<file path="src/rtl/spi_fe_pkg.sv">
package spi_fe_pkg;

   typedef struct packed {
      logic cs_n;
      logic sck;
      logic si;
      logic hold_n;
   } spi_pins_t;

   localparam spi_pins_t PIN_IDLE = '{cs_n: 1'b1, sck: 1'b0, si: 1'b0, hold_n: 1'b1};

   typedef enum logic {
      XF_RX = 1'b0,
      XF_TX = 1'b1
   } xfer_mode_t;

endpackage

</file>
<file path="src/rtl/spi_fe_sync.sv">
module spi_fe_sync #(
   parameter int              WIDTH   = 4,
   parameter int              STAGES  = 2,
   parameter logic [WIDTH-1:0] RST_VAL = '0
) (
   input  logic             clk,
   input  logic             rst_n,
   input  logic [WIDTH-1:0] d,
   output logic [WIDTH-1:0] q
);
   generate
      if (STAGES < 2) begin : g_bad_stages
         $error("spi_fe_sync: STAGES must be at least 2");
      end
   endgenerate

   logic [WIDTH-1:0] chain [STAGES];

   always_ff @(posedge clk or negedge rst_n) begin
      if (!rst_n) begin
         for (int i = 0; i < STAGES; i++) chain[i] <= RST_VAL;
      end else begin
         chain[0] <= d;
         for (int i = 1; i < STAGES; i++) chain[i] <= chain[i-1];
      end
   end

   assign q = chain[STAGES-1];
endmodule

</file>
<file path="src/rtl/spi_fe_hold.sv">
module spi_fe_hold (
   input  logic clk,
   input  logic rst_n,
   input  logic cs_n_s,
   input  logic sck_s,
   input  logic hold_n_s,
   output logic held_o
);
   logic held_q;

   // Suspend state follows the pin only while the serial clock is high.
   always_ff @(posedge clk or negedge rst_n) begin
      if (!rst_n)       held_q <= 1'b0;
      else if (cs_n_s)  held_q <= 1'b0;
      else if (sck_s)   held_q <= ~hold_n_s;
   end

   assign held_o = held_q;

   p_hold_entry_r7: assert property (@(posedge clk) disable iff (!rst_n)
      $rose(held_q) |-> $past(sck_s && !hold_n_s && !cs_n_s));

   p_hold_exit_r9: assert property (@(posedge clk) disable iff (!rst_n)
      $fell(held_q) |-> $past(cs_n_s || (sck_s && hold_n_s)));
endmodule

</file>
<file path="src/rtl/spi_fe_shift.sv">
module spi_fe_shift
   import spi_fe_pkg::*;
#(
   parameter int DATA_W    = 8,
   parameter bit MSB_FIRST = 1'b1
) (
   input  logic              clk,
   input  logic              rst_n,
   input  logic              cs_n_s,
   input  logic              sck_s,
   input  logic              si_s,
   input  logic              hold_n_s,
   input  logic              held_i,
   input  logic              tx_en_i,
   input  logic [DATA_W-1:0] tx_data_i,
   output logic [DATA_W-1:0] rx_data_o,
   output logic              rx_valid_o,
   output logic              tx_load_o,
   output logic              so_o,
   output logic              so_oe_o
);
   localparam int               CNT_W = (DATA_W > 2) ? $clog2(DATA_W) : 1;
   localparam logic [CNT_W-1:0] LAST  = CNT_W'(DATA_W - 1);

   generate
      if (DATA_W < 2) begin : g_bad_width
         $error("spi_fe_shift: DATA_W must be at least 2");
      end
   endgenerate

   logic              sck_q;
   logic [CNT_W-1:0]  bit_cnt;
   xfer_mode_t        mode;
   logic [DATA_W-2:0] rx_sh;
   logic [DATA_W-1:0] tx_sh;
   logic [DATA_W-1:0] rx_q;
   logic              rx_valid_q, tx_load_q, so_q, oe_q;

   logic              rise, fall, live;
   logic [DATA_W-1:0] rx_next, rx_ord, tx_ord;

   assign rise    = sck_s & ~sck_q;
   assign fall    = ~sck_s & sck_q;
   assign live    = ~cs_n_s & ~held_i;
   assign rx_next = {rx_sh, si_s};

   // The shifters work first bit first; the bit order is mapped at the byte edge.
   generate
      if (MSB_FIRST) begin : g_msb
         assign rx_ord = rx_next;
         assign tx_ord = tx_data_i;
      end else begin : g_lsb
         for (genvar i = 0; i < DATA_W; i++) begin : g_rev
            assign rx_ord[i] = rx_next[DATA_W-1-i];
            assign tx_ord[i] = tx_data_i[DATA_W-1-i];
         end
      end
   endgenerate

   always_ff @(posedge clk or negedge rst_n) begin
      if (!rst_n) begin
         sck_q      <= 1'b0;
         bit_cnt    <= '0;
         mode       <= XF_RX;
         rx_sh      <= '0;
         tx_sh      <= '0;
         rx_q       <= '0;
         rx_valid_q <= 1'b0;
         tx_load_q  <= 1'b0;
         so_q       <= 1'b0;
         oe_q       <= 1'b0;
      end else begin
         sck_q      <= sck_s;
         rx_valid_q <= 1'b0;
         tx_load_q  <= 1'b0;
         if (cs_n_s) begin
            bit_cnt <= '0;
            mode    <= XF_RX;
            oe_q    <= 1'b0;
         end else if (live) begin
            if (fall) begin
               bit_cnt <= (bit_cnt == LAST) ? '0 : bit_cnt + 1'b1;
               if (mode == XF_RX) rx_sh <= rx_next[DATA_W-2:0];
               if (bit_cnt == LAST) begin
                  tx_load_q <= 1'b1;
                  if (mode == XF_RX) begin
                     rx_valid_q <= 1'b1;
                     rx_q       <= rx_ord;
                  end
               end
            end
            if (rise) begin
               if (bit_cnt == '0 && (mode == XF_TX || tx_en_i)) begin
                  mode  <= XF_TX;
                  oe_q  <= 1'b1;
                  so_q  <= tx_ord[DATA_W-1];
                  tx_sh <= {tx_ord[DATA_W-2:0], 1'b0};
               end else if (mode == XF_TX) begin
                  so_q  <= tx_sh[DATA_W-1];
                  tx_sh <= {tx_sh[DATA_W-2:0], 1'b0};
               end
            end
         end
      end
   end

   assign rx_data_o  = rx_q;
   assign rx_valid_o = rx_valid_q;
   assign tx_load_o  = tx_load_q;
   assign so_o       = so_q;
   assign so_oe_o    = oe_q & ~held_i & hold_n_s & ~cs_n_s;

   p_freeze_r8: assert property (@(posedge clk) disable iff (!rst_n)
      (held_i && !cs_n_s) |=> ($stable(bit_cnt) && $stable(rx_sh) && $stable(tx_sh) && $stable(so_q)));

   p_deselect_r11: assert property (@(posedge clk) disable iff (!rst_n)
      cs_n_s |=> (bit_cnt == '0 && mode == XF_RX && !oe_q));

   p_rx_hiz_r3: assert property (@(posedge clk) disable iff (!rst_n)
      (mode == XF_RX) |-> !so_oe_o);

   p_no_rx_in_tx_r6: assert property (@(posedge clk) disable iff (!rst_n)
      (mode == XF_TX) |=> !rx_valid_q);

   p_valid_pulse_r2: assert property (@(posedge clk) disable iff (!rst_n)
      rx_valid_q |=> !rx_valid_q);
endmodule

</file>
<file path="src/rtl/spi_hold_frontend.sv">
module spi_hold_frontend
   import spi_fe_pkg::*;
#(
   parameter int DATA_W      = 8,
   parameter int SYNC_STAGES = 2,
   parameter bit MSB_FIRST   = 1'b1
) (
   input  logic              clk,
   input  logic              rst_n,
   input  logic              cs_n_i,
   input  logic              sck_i,
   input  logic              si_i,
   input  logic              hold_n_i,
   input  logic              tx_en_i,
   input  logic [DATA_W-1:0] tx_data_i,
   output logic [DATA_W-1:0] rx_data_o,
   output logic              rx_valid_o,
   output logic              tx_load_o,
   output logic              so_o,
   output logic              so_oe_o
);
   localparam int PIN_W = $bits(spi_pins_t);

   spi_pins_t raw, syn;
   logic      held;

   assign raw = '{cs_n: cs_n_i, sck: sck_i, si: si_i, hold_n: hold_n_i};

   spi_fe_sync #(
      .WIDTH   (PIN_W),
      .STAGES  (SYNC_STAGES),
      .RST_VAL (PIN_IDLE)
   ) u_sync (
      .clk   (clk),
      .rst_n (rst_n),
      .d     (raw),
      .q     (syn)
   );

   spi_fe_hold u_hold (
      .clk      (clk),
      .rst_n    (rst_n),
      .cs_n_s   (syn.cs_n),
      .sck_s    (syn.sck),
      .hold_n_s (syn.hold_n),
      .held_o   (held)
   );

   spi_fe_shift #(
      .DATA_W    (DATA_W),
      .MSB_FIRST (MSB_FIRST)
   ) u_shift (
      .clk        (clk),
      .rst_n      (rst_n),
      .cs_n_s     (syn.cs_n),
      .sck_s      (syn.sck),
      .si_s       (syn.si),
      .hold_n_s   (syn.hold_n),
      .held_i     (held),
      .tx_en_i    (tx_en_i),
      .tx_data_i  (tx_data_i),
      .rx_data_o  (rx_data_o),
      .rx_valid_o (rx_valid_o),
      .tx_load_o  (tx_load_o),
      .so_o       (so_o),
      .so_oe_o    (so_oe_o)
   );
endmodule

</file>
<file path="config.mk">
export PLATFORM = sky130hd
export DESIGN_NAME = spi_hold_frontend
export DESIGN_NICKNAME = d
export VERILOG_FILES = /design/src/rtl/spi_fe_pkg.sv /design/src/rtl/spi_fe_sync.sv /design/src/rtl/spi_fe_hold.sv /design/src/rtl/spi_fe_shift.sv /design/src/rtl/spi_hold_frontend.sv
export SDC_FILE = /design/constraint.sdc
export NUM_CORES = 1
export LEC_CHECK = 0
export BUFFER_PORTS_ARGS = -buffer_cell sky130_fd_sc_hd__clkbuf_2
export CAP_MARGIN = 20
export CORE_MARGIN = 3
export CORE_UTILIZATION = 41
export CTS_CLUSTER_DIAMETER = 150
export DETAILED_ROUTE_END_ITERATION = 16
export PLACE_DENSITY_LB_ADDON = 0.1
export SYNTH_ARGS = -nofsm -noshare
export SYNTH_HDL_FRONTEND = slang
export SYNTH_SLANG_ARGS = --single-unit
</file>
<file path="constraint.sdc">
create_clock -name clk -period 1.9 [get_ports clk]
set_clock_uncertainty 0.2 [all_clocks]
set_input_delay 0.19 -clock clk [delete_from_list [all_inputs] [get_ports clk]]
set_output_delay 0.19 -clock clk [all_outputs]
set_load 0.02 [all_outputs]
</file>
**Word-level counts from Yosys, hierarchy flattened**

Index checks and enable logic that the tools add are counted.

- Register bits: 40
- Input bits: 15
- Output and inout port bits: 12

- $add $sub $neg: 1
- Equality and inequality tests: 1
- Mux-type cells: 23
- Bitwise logic cells: 12
- Reduce and logical (&&, ||, !) cells: 14

Operators with widths:

| kind | number |
|---|---|
| two-way mux 1 bit | 17 |
| two-way mux 8 bit | 2 |
| two-way mux 3 bit | 4 |
| nonzero test 2 bit | 6 |
| AND reduction 4 bit | 2 |
| AND 1 bit | 6 |
| inverter 1 bit | 6 |
| AND reduction 5 bit | 1 |
| adder 3 x 1 -> 3 bit, second input constant | 1 |
| equality test 3 bit, second input constant | 1 |
| zero test 3 bit | 1 |
| AND reduction 3 bit | 1 |
| AND reduction 2 bit | 1 |
| logical AND 1 bit | 1 |
| logical OR 1 bit | 1 |

**Depth between registers and ports, before layout**

Gate-level depths: netlist (run 1).

- Word-level depth: 6
- Mapped depth: 7
- Gate-level depth less buffers: 6

**By module**

A second synthesis (run 1) with hierarchy kept.

- Cell total of the unflattened synthesis: 131
- Area total of the unflattened synthesis: 1732.9 sq um

Modules (own cells, without submodules):

| module | times used | cells each | area each (sq um) |
|---|---|---|---|
| spi_fe_shift | 1 | 116 | 1461.4 |
| spi_fe_sync | 1 | 12 | 235.2 |
| spi_fe_hold | 1 | 3 | 36.3 |

**Least setup slack after synthesis (run 1)**

OpenSTA, ideal clock, no wires.

- Kind: register to register
- Start: reg u_shift.bit_cnt[0]
- End: reg u_shift.rx_q[0], in the netlist u_shift.rx_data_o[0]
- Arrival time: 1319 ps
- Data required time: 1575 ps
- Setup slack: 257 ps
- Cell stages (with the launch flop): 5
- Buffers on the path: 0
- Cell sequence: dfrtp_1 > ha_1 > ha_1 > nand4_2 > mux2_2

- Cells in the longest elaborated chain, start to end: 2

Ends and longest elaborated chain:

| what | RTL line | source |
|---|---|---|
| start, declared | spi_fe_shift.sv:32 | `logic [CNT_W-1:0] bit_cnt;` |
| start signal, assigned | spi_fe_shift.sv:82 | `bit_cnt <= (bit_cnt == LAST) ? '0 : bit_cnt + 1'b1;` |
| equality test 3 bit | spi_fe_shift.sv:84 | `if (bit_cnt == LAST) begin` |
| AND reduction 5 bit (no source line) | - |  |
| end signal, assigned | spi_fe_shift.sv:88 | `rx_q <= rx_ord;` |
| end, declared | spi_fe_shift.sv:36 | `logic [DATA_W-1:0] rx_q;` |

Every way passes these cells.
A chain may end at the register's enable or synchronous reset.

**Worst setup path after layout (run 1)**

- Start: reg u_shift.bit_cnt[0]
- End: reg u_shift.rx_q[1], in the netlist u_shift.rx_data_o[1]

Same word-level chain as after synthesis.

==> key figures, run 1 <==
Finish
  – Number of diodes: 0
  – Fin area: just under 0.002 mm^2
  – Share of cells above drive strength 1: 41.40%
  – Fin util: a little under three fifths
  – Fin nets: around 170
  – Area growth syn-to-layout: 26.88%
  – Fillers: 310

Critical path
  – Crit Path Max Fanout: 9
  – Worst Path Required: approximately 1.9 ns
  – CP arrival: between 1.5 and 2 ns
  – Critical Path End Type: flip-flop
  – Setup CP Type: flip-flop to flip-flop
  – Startpoint class of the critical path: flip-flop

Routing
  – Routed Antenna Nets: 0
  – Routed len/inst: approximately 13 um
  – Pre-antenna DRT Iters: 4
  – WL final: 2655 um
  – DRT iter0 DRCs: 23
  – Via count: ~1000
  – Drt drc: 0
  – Via-to-Cell Ratio: slightly above 5

Global route
  – Initial antenna violation count: 0
  – Global-route wire length before repair: between 4000 and 5000 um
  – Vias in the first global route: around 1100
  – Grt total ovfl: 0
  – All-Layer GR Usage: 14.16%
  – Largest net degree at the start of global routing: 22

Die
  – Full die area: between 0.004 and 0.005 mm^2
  – Die height: slightly below 70 um
  – Row Count: 21
  – # IOs: 27
  – Initial Utilization: roughly 45%
  – Core Area: 0.003468 mm^2
  – Die W: ~67 um

Synth
  – Synth Net Count: 130
  – Yosys warns: 0
  – Post-Synthesis Cells: between 100 and 150
  – Share of the synthesized area in the top cell type: about 57%
  – Sequential fraction of the synthesis area: between 60% and 70%
  – Synth cell types: 29
  – Top post-synthesis cells by area: dfrtp_1, mux2_2, dfstp_2
  – Syn_area_per_cell: between 10 and 15 um^2
  – Yosys top cell by area: dfrtp_1
  – Post-synthesis register bit count: 39
  – Mapped cell area: 0.001545 mm^2

Place
  – DP HPWL: between 1500 and 2000 um
  – Number of port buffers: 26
  – Gpl congestion: a little over 0.7
  – Placed Instance Area: roughly 0.0018 mm^2

STA
  – Final period util: approximately 94%
  – Post-route minimum period: approximately 1.8 ns
  – Worst-Margin Slew: 0.5309 ns
  – Unrepaired setup endpoints after global routing: yes
  – Final hold vios: 0
  – Slew HR: 64.61%
  – # setup viols final: 0
  – Highest Clock Rate: about 560 MHz
  – Max Slew Vio Count: 0

Clocking
  – TritonCTS clock tree: done
  – Clock root cell: clkbuf_8
  – CTS Sinks: 39
  – CTS Buf Count: 5
  – Longest Clk Path Bufs: 2
  – Htree depth: 2
  – Clk_lat worst skew: 0.29 ns
  – Clk pin slew, worst setup/hold paths: ~0.08 ns

Power
  – VDD IR max: between 0.0005 and 0.0006 V
  – Pwr Density: 991.7 mW/mm^2
  – Leakage power: about 0.96 nW

Job
  – Max_cap viols: 0

Outcome
  – Status: complete, no violations

Worst hold path
  – Hold Path Class: input port to flip-flop
[layout by cell type, fill, tap and decap left out, types with 5 or more instances in the layout]
master and instances:
buf_4 8, o22ai_1 5, mux2_2 15, dfrtp_1 35, clkbuf_8 5, nand2_1 8, dlygate4sd3_1 6, clkbuf_2 26
a2bb2oi_1 7
[repair_timing]
item	in CTS	in global routing
resized for setup	0	2
endpoints found under the hold margin	23	0
hold buffers	6	0
endpoints found under the setup margin	0	9
buffers inserted	0	0
[cells in the mapped netlist]
library cell and instances:
dfstp_2 4, buf_6 1, o2111ai_1 1, nor4_1 1, nand4b_1 1, inv_1 4
nor2_1 3, buf_2 1, ha_1 3, a21oi_1 4, o21ai_0 2, nand2_1 8
a31oi_1 1, nor3_1 1, a2bb2oi_1 7, nand3_1 2, clkbuf_1 1, o22ai_1 5
dfrtp_1 35, nor2b_1 2, or3_1 1, nand4_2 1, mux2i_1 2, buf_4 1
nor4b_4 1, nand2b_1 1, o2bb2ai_1 2, a211oi_1 1, mux2_2 15
[final timing paths]
| kind | start | to | slack (ns) | depth (start not counted) |
|---|---|---|---|---|
| worst max-delay path | u_shift.bit_cnt[0]$_DFFE_PN0P_ | u_shift.rx_data_o[1]$_DFFE_PN0P_ | 0.12 | 4 |
| worst max register to register | u_shift.bit_cnt[0]$_DFFE_PN0P_ | u_shift.rx_data_o[1]$_DFFE_PN0P_ | 0.12 | 4 |
| min in group asynchronous | rst_n | u_shift.so_o$_DFFE_PN0P_ | 0.21 | 2 |
| max in group asynchronous | rst_n | u_sync.chain[4]$_DFF_PN1_ | 0.73 | 3 |
| worst min-delay path | tx_data_i[6] | u_shift.tx_sh[7]$_DFFE_PN0P_ | 0.01 | 3 |
| worst min register to register | u_sync.chain[6]$_DFF_PN0_ | u_sync.q[2]$_DFF_PN0_ | 0.15 | 0 |
[per-layer routing]
metal	track usage, %	up-vias	wire (um)	part of all wire, %
met5	0	-	0	0
met4	5.316	0	27	1.0
met3	4.825	4	137	5.2
met2	23.44	22	1294	49
met1	17.04	499	1196	45
li1	-	497	-	-
[sequential cells by signal, summed over array words and instances (netlist names), 3 cells and up]
signal / count
u_sync.q: 4
u_sync.chain: 4
u_shift.tx_sh: 7
u_shift.rx_sh: 7
u_shift.rx_data_o: 8
u_shift.bit_cnt: 3
[critical path: stages (launching register included)]
cell     delay [ns]
dfrtp_1        0.41
ha_1           0.21
ha_1           0.23
nand4_2        0.25
mux2_2         0.37
[report_power, final]
part / internal (W) / switching (W) / leakage, nW
logic: 0.000138 / 0.0000946 / 0.409
registers: 0.000953 / 0.0000764 / 0.488
clock network: 0.000391 / 0.000292 / 0.0581
total: 0.00148 / 0.000463 / 0.956
[stage by stage]
stage	setup WS (ns)	hold WS [ns]	setup TNS [ns]	std cells	total power (W)
6_report	0.1185	0.01408	0	203	0.001944
3_5_place_dp	0.1170	0.00008005	0	189	0.001272
2_1_floorplan	0.2566	-0.3056	0	112	0.001176
3_3_place_gp	0.1423	-0.01069	0	189	0.001263
5_1_grt	-0.01463	0.04303	-0.05506	203	0.002047
4_1_cts	0.09603	0.01120	0	203	0.001968
[kinds of logic after synthesis]
group	synth area share [%]
flip-flops	63.48
AO/OA/AOI/OAI	10.53
AND/OR/NAND/NOR	8.583
multiplexers	12.23
buffers and inverters	2.752
adder cells (fa/ha/maj)	2.429
[area by class of cell]
type / instances / area (um^2) / share of cell area [%]
Sequential cell: 39 / 980.9 / 50.03
Multi-Input combinational cell: 65 / 524.3 / 26.74
Timing Repair Buffer: 41 / 270.3 / 13.78
Clock buffer: 5 / 68.82 / 3.510
Tap cell: 46 / 57.56 / 2.936
Clock inverter: 3 / 43.79 / 2.234
Inverter: 4 / 15.01 / 0.7658
(Power assumes the default switching activity.)
==> run 2, diff against run 1 <==
- PLACE_DENSITY: not set -> 0.63
- PLACE_DENSITY_LB_ADDON: 0.1 -> not set
==> run 2 against run 1 <==
  * Final cell count decreased by 0.49%
  * Critical endpoint is now u_shift.rx_data_o[7]$_DFFE_PN0P_
  * Highest routed layer unchanged
  * Largest cell class unchanged
  * Sequential share of layout area grew 1.3 points
  * Register-to-register slack hardly changed
  * Worst setup slack gained 0.011 ns
  * Largest power group unchanged
  * Utilization shrank 1.4 points
  * Count of clock-buffer cells in the layout grew 2
  * Global-route usage increased by 0.13 points
  * Design area fell by 2.5%
  * First-iteration DRC count is 52% higher
==> key figures, run 2 (synthesis results as in run 1) <==
Critical path
  – Crit Path Max Fanout: 9
  – Setup CP Type: flip-flop to flip-flop
  – Register-to-register setup slack: ~0.13 ns
  – FF-to-FF Start: u_hold.held_o$_DFFE_PN0P_
  – Worst R2R Path Depth: 3
  – Critical Path End Type: flip-flop
  – R2R Path End: u_shift.rx_data_o[7]$_DFFE_PN0P_
  – CP arrival: about 1.7 ns
  – Worst Path Required: between 1.5 and 2 ns
  – Startpoint class of the critical path: flip-flop

Power
  – Pwr Density: roughly 900 mW/mm^2
  – Leakage power: a little over 0.9 nW
  – Seq pwr share: around 59%
  – NetSw: about 0.00042 W
  – VDD IR max: around 0.00059 V
  – Pint: about 0.0013 W
  – Comb power frac: between 10% and 20%
  – Switching share of power: a little under a quarter
  – Clock network power share: between 20 and 30%

Die
  – Full die area: approximately 0.0045 mm^2
  – Core Area: ~0.0035 mm^2
  – # IOs: 27
  – Initial Utilization: about 45%
  – Die W: approximately 67 um
  – Die height: 67.39 um
  – Row Count: 21

Clocking
  – Setup repair bufs after CTS: 0
  – Clk_lat worst skew: around 0.28 ns
  – Htree depth: 2
  – Longest Clk Path Bufs: 2
  – CTS Buf Count: 5
  – Clock root cell: clkbuf_8
  – TritonCTS clock tree: done
  – CTS Sinks: 39
  – Clk pin slew, worst setup/hold paths: ~0.07 ns

Finish
  – Commonest non-fill, non-tap cell in the layout: dfrtp_1
  – Fin nets: around 170
  – Number of diodes: 0
  – Largest register FFs: 8
  – Area growth syn-to-layout: 23.72%
  – Fillers: roughly 320
  – Commonest cells after routing, fill and taps aside: dfrtp_1, clkbuf_2, mux2_2, nand2_1
  – Cell Count, Final, Fillers Out: around 200
  – Share of cells above drive strength 1: between 30% and 40%

Place
  – Gpl congestion: 0.7988
  – DP HPWL: between 1500 and 2000 um
  – Number of port buffers: 26
  – Placed cells: between 150 and 200

Routing
  – Pre-antenna DRT Iters: 4
  – Drt drc: 0
  – Via-to-Cell Ratio: between 5 and 6
  – Via count: about 1000
  – Routed len/inst: 12.94 um
  – DRT iter0 DRCs: 35
  – Routed Antenna Nets: 0
  – WL final: ~2600 um

Worst hold path
  – Hold Path Class: input port to flip-flop
  – Min-Delay Path Depth: 3
  – Origin of the worst min-delay path: tx_data_i[6]
  – Worst hold path endpoint: u_shift.tx_sh[7]$_DFFE_PN0P_

STA
  – Highest Clock Rate: roughly 560 MHz
  – Unrepaired setup endpoints after global routing: no
  – Setup_tns: 0 ns
  – Worst-Margin Slew: approximately 0.47 ns
  – Final period util: between 90% and 100%
  – Post-route minimum period: roughly 1.8 ns
  – Max Slew Vio Count: 0
  – Final hold vios: 0
  – # setup viols final: 0
  – Slew HR: 68.84%

Global route
  – Vias in the first global route: between 1000 and 1500
  – All-Layer GR Usage: 14.29%
  – Largest net degree at the start of global routing: 40
  – Initial antenna violation count: 0
  – Grt total ovfl: 0
  – Global-route wire length before repair: about 4700 um

Job
  – Max_cap viols: 0

Outcome
  – Status: complete, no violations
[run 2: repair_timing]
action                     in CTS  in global routing
setup endpoints to repair       0                  7
hold endpoints to repair       41                  0
resized for setup               0                  2
hold buffers                    7                  0
[run 2: cell type report]
cell class | instances | area (um^2) | area share [%]
clock buffer | 7 | 76.32 | 3.992
inverter | 4 | 15.01 | 0.7853
timing repair buffer | 40 | 252.7 | 13.22
tap | 46 | 57.56 | 3.010
clock inverter | 1 | 5.005 | 0.2618
sequential | 39 | 980.9 | 51.31
multi-input combinational | 65 | 524.3 | 27.42
[run 2: worst max path at each step]
stage / from / endpoint / slack, ns
after floorplan: u_shift.bit_cnt[0]$_DFFE_PN0P_ / u_shift.rx_data_o[0]$_DFFE_PN0P_ / 0.26
after global placement: u_shift.bit_cnt[0]$_DFFE_PN0P_ / u_shift.rx_data_o[3]$_DFFE_PN0P_ / 0.14
after detailed placement: u_shift.bit_cnt[0]$_DFFE_PN0P_ / u_shift.tx_sh[5]$_DFFE_PN0P_ / 0.07
after CTS: u_shift.bit_cnt[0]$_DFFE_PN0P_ / u_shift.tx_sh[5]$_DFFE_PN0P_ / 0.06
after global routing: u_hold.held_o$_DFFE_PN0P_ / u_shift.rx_data_o[7]$_DFFE_PN0P_ / 0.01
final: u_hold.held_o$_DFFE_PN0P_ / u_shift.rx_data_o[7]$_DFFE_PN0P_ / 0.13
[run 2: per-stage QoR]
step,total power (W),setup slack (ns),util [%],hold WS [ns],area (um^2)
2_1_floorplan,0.001176,0.2566,-,-0.3056,1545
3_3_place_gp,0.001250,0.1411,50.69,0.06192,1758
3_5_place_dp,0.001263,0.06525,50.69,0.06606,1758
4_1_cts,0.001800,0.05809,55.05,0.02255,1909
5_1_grt,0.001881,0.01292,55.12,0.05188,1912
6_report,0.001763,0.1291,55.12,0.02545,1912
[run 2: critical path, stage by stage, from the launching register on]
cell and delay, ns:
dfrtp_1 0.43, nor2_1 0.32, nand4_2 0.33, mux2_2 0.37
[run 2: routing by layer]
layer | up-vias | track usage [%] | wire length [um]
met5 | - | 0 | 0
met4 | 0 | 9.114 | 38
met3 | 4 | 3.494 | 129
met2 | 25 | 24.42 | 1307
met1 | 510 | 15.82 | 1139
li1 | 490 | - | -
[run 2: power by group through the flow]
stage,Combinational [W],Clock [W],Sequential (W)
after global placement,0.000208,0,0.00104
final,0.000225,0.000508,0.00103
after CTS,0.000229,0.000540,0.00103
after global routing,0.000254,0.000577,0.00105
after detailed placement,0.000217,0,0.00105
after floorplan,0.000148,0,0.00103
==> run 3, diff against run 2 <==
- CORE_UTILIZATION: 41 -> 54
- PLACE_DENSITY: 0.63 -> 0.78
==> run 3 against run 2 <==
  * Largest cell class unchanged
  * Hold slack better by 0.13 ns
  * Utilization up 20 points
  * Highest routed layer unchanged
  * Final cell count down 4.5%
  * First-iteration DRC count up 2.9%
==> key figures, run 3 (synthesis results as in run 1) <==
Routing
  – WL final: 2983 um
  – Routed Antenna Nets: 0
  – DRT iter0 DRCs: 36
  – Drt drc: 0
  – Via count: roughly 1100
  – Pre-antenna DRT Iters: 4
  – Routed len/inst: between 15 and 20 um
  – Via-to-Cell Ratio: between 5 and 6

Critical path
  – Setup CP Type: flip-flop to flip-flop
  – Critical Path End Type: flip-flop
  – Crit Path Max Fanout: 9
  – Startpoint class of the critical path: flip-flop
  – CP arrival: between 1.5 and 2 ns
  – Worst Path Required: ~1.9 ns

Clocking
  – Clk pin slew, worst setup/hold paths: 0.11 ns
  – Setup repair bufs after CTS: 0
  – CTS Buf Count: 5
  – Longest Clk Path Bufs: 2
  – TritonCTS clock tree: done
  – Htree depth: 2
  – Clk_lat worst skew: 0.34 ns
  – CTS Sinks: 39
  – Clock root cell: clkbuf_4

Global route
  – Grt total ovfl: 0
  – All-Layer GR Usage: 19.23%
  – Initial antenna violation count: 0
  – Largest net degree at the start of global routing: 24
  – Vias in the first global route: about 1200
  – Global-route wire length before repair: 4885 um

Die
  – # IOs: 27
  – Die height: slightly below 60 um
  – Full die area: approximately 0.0035 mm^2
  – Row Count: 18
  – Initial Utilization: 59.66%
  – Core Area: roughly 0.0026 mm^2
  – Die W: just under 60 um

STA
  – Worst-Margin Slew: 0.5444 ns
  – Slew HR: 63.71%
  – Setup_tns: 0 ns
  – Unrepaired setup endpoints after global routing: no
  – Highest Clock Rate: 560.2 MHz
  – # setup viols final: 0
  – Setup ws final: around 0.11 ns
  – Max Slew Vio Count: 0
  – Final hold vios: 0
  – Final period util: about 94%
  – Post-route minimum period: ~1.8 ns

Finish
  – Area growth syn-to-layout: 26.72%
  – Commonest cells after routing, fill and taps aside: dfrtp_1, clkbuf_2, mux2_2, dlygate4sd3_1, nand2_1
  – Commonest non-fill, non-tap cell in the layout: dfrtp_1
  – Largest register FFs: 8
  – Number of diodes: 0
  – Share of cells above drive strength 1: 38.65%
  – Fin nets: between 150 and 200

Power
  – Pwr Density: between 800 and 900 mW/mm^2
  – Leakage power: about 0.96 nW
  – VDD IR max: 0.0008329 V

Place
  – DP HPWL: 2119 um
  – Dpl ws: approximately 0.047 ns
  – Number of port buffers: 26
  – Gpl congestion: ~0.8

Job
  – Max_cap viols: 0

Outcome
  – Status: complete, no violations

Worst hold path
  – Hold Path Class: input port to async pin
run 3: cell types whose count changed in the layout (fill, tap and decap cells not counted), sizes merged:
cell,previous run,this run
clkinvlp,0,1
dlygate4sd3,7,14
clkinv,1,0
run 3: worst max-delay path: stages, from the launching register on:
cell and delay (ns):
dfrtp_1 0.43, ha_1 0.21, ha_1 0.23, nand4_2 0.23, mux2_2 0.38
run 3: power breakdown:
group          total [W]  switching [W]  internal [W]
sequential       0.00103      0.0000786      0.000952
clock           0.000477       0.000261      0.000216
combinational   0.000241      0.0000973      0.000144
total            0.00175       0.000437       0.00131
run 3: what timing repair did:
| item | 4_1_cts | 5_1_grt |
|---|---|---|
| hold buffers | 14 | 0 |
| setup endpoints to repair | 0 | 8 |
| hold endpoints to repair | 34 | 0 |
| gates resized for setup | 0 | 3 |
run 3: metrics by stage:
step	total power, W	area (um^2)	utilization [%]	cells	hold slack (ns)
floorplan	0.001176	1545	-	112	-0.3056
global placement	0.001249	1738	67.10	171	-0.002482
detailed placement	0.001268	1738	67.10	171	0.0006986
global route	0.001851	1958	75.60	193	0.1717
CTS	0.001771	1951	75.31	193	0.1637
finish	0.001749	1958	75.60	193	0.1586
run 3: path summary, 6_finish.rpt:
kind | start | endpoint | slack [ns] | cells after the start
hold / removal | rst_n | u_shift.sck_q$_DFF_PN0_ | 0.16 | 2
hold reg to reg | u_sync.chain[4]$_DFF_PN1_ | u_sync.q[0]$_DFF_PN1_ | 0.16 | 0
setup reg to reg | u_shift.bit_cnt[0]$_DFFE_PN0P_ | u_shift.rx_data_o[1]$_DFFE_PN0P_ | 0.11 | 4
min in group clk | u_sync.chain[4]$_DFF_PN1_ | u_sync.q[0]$_DFF_PN1_ | 0.16 | 0
max in group asynchronous | rst_n | u_sync.q[3]$_DFF_PN1_ | 0.73 | 3
setup / recovery | u_shift.bit_cnt[0]$_DFFE_PN0P_ | u_shift.rx_data_o[1]$_DFFE_PN0P_ | 0.11 | 4
run 3: routing by layer:
metal / share of wire [%] / GRT usage (%) / vias up
li1: - / - / 507
met1: 40 / 21.34 / 533
met2: 53 / 33.39 / 31
met3: 4.5 / 5.229 / 9
met4: 2.8 / 10.13 / 0
met5: 0 / 0 / -
run 3: layout make-up:
| type | count | area (um^2) |
|---|---|---|
| Timing Repair Buffer | 47 | 322.8 |
| Sequential cell | 39 | 980.9 |
| Clock buffer | 7 | 65.06 |
| Clock inverter | 1 | 7.507 |
| Fill cell | 176 | 631.9 |
| Multi-Input combinational cell | 65 | 529.3 |
| Inverter | 4 | 15.01 |
| Tap cell | 30 | 37.54 |
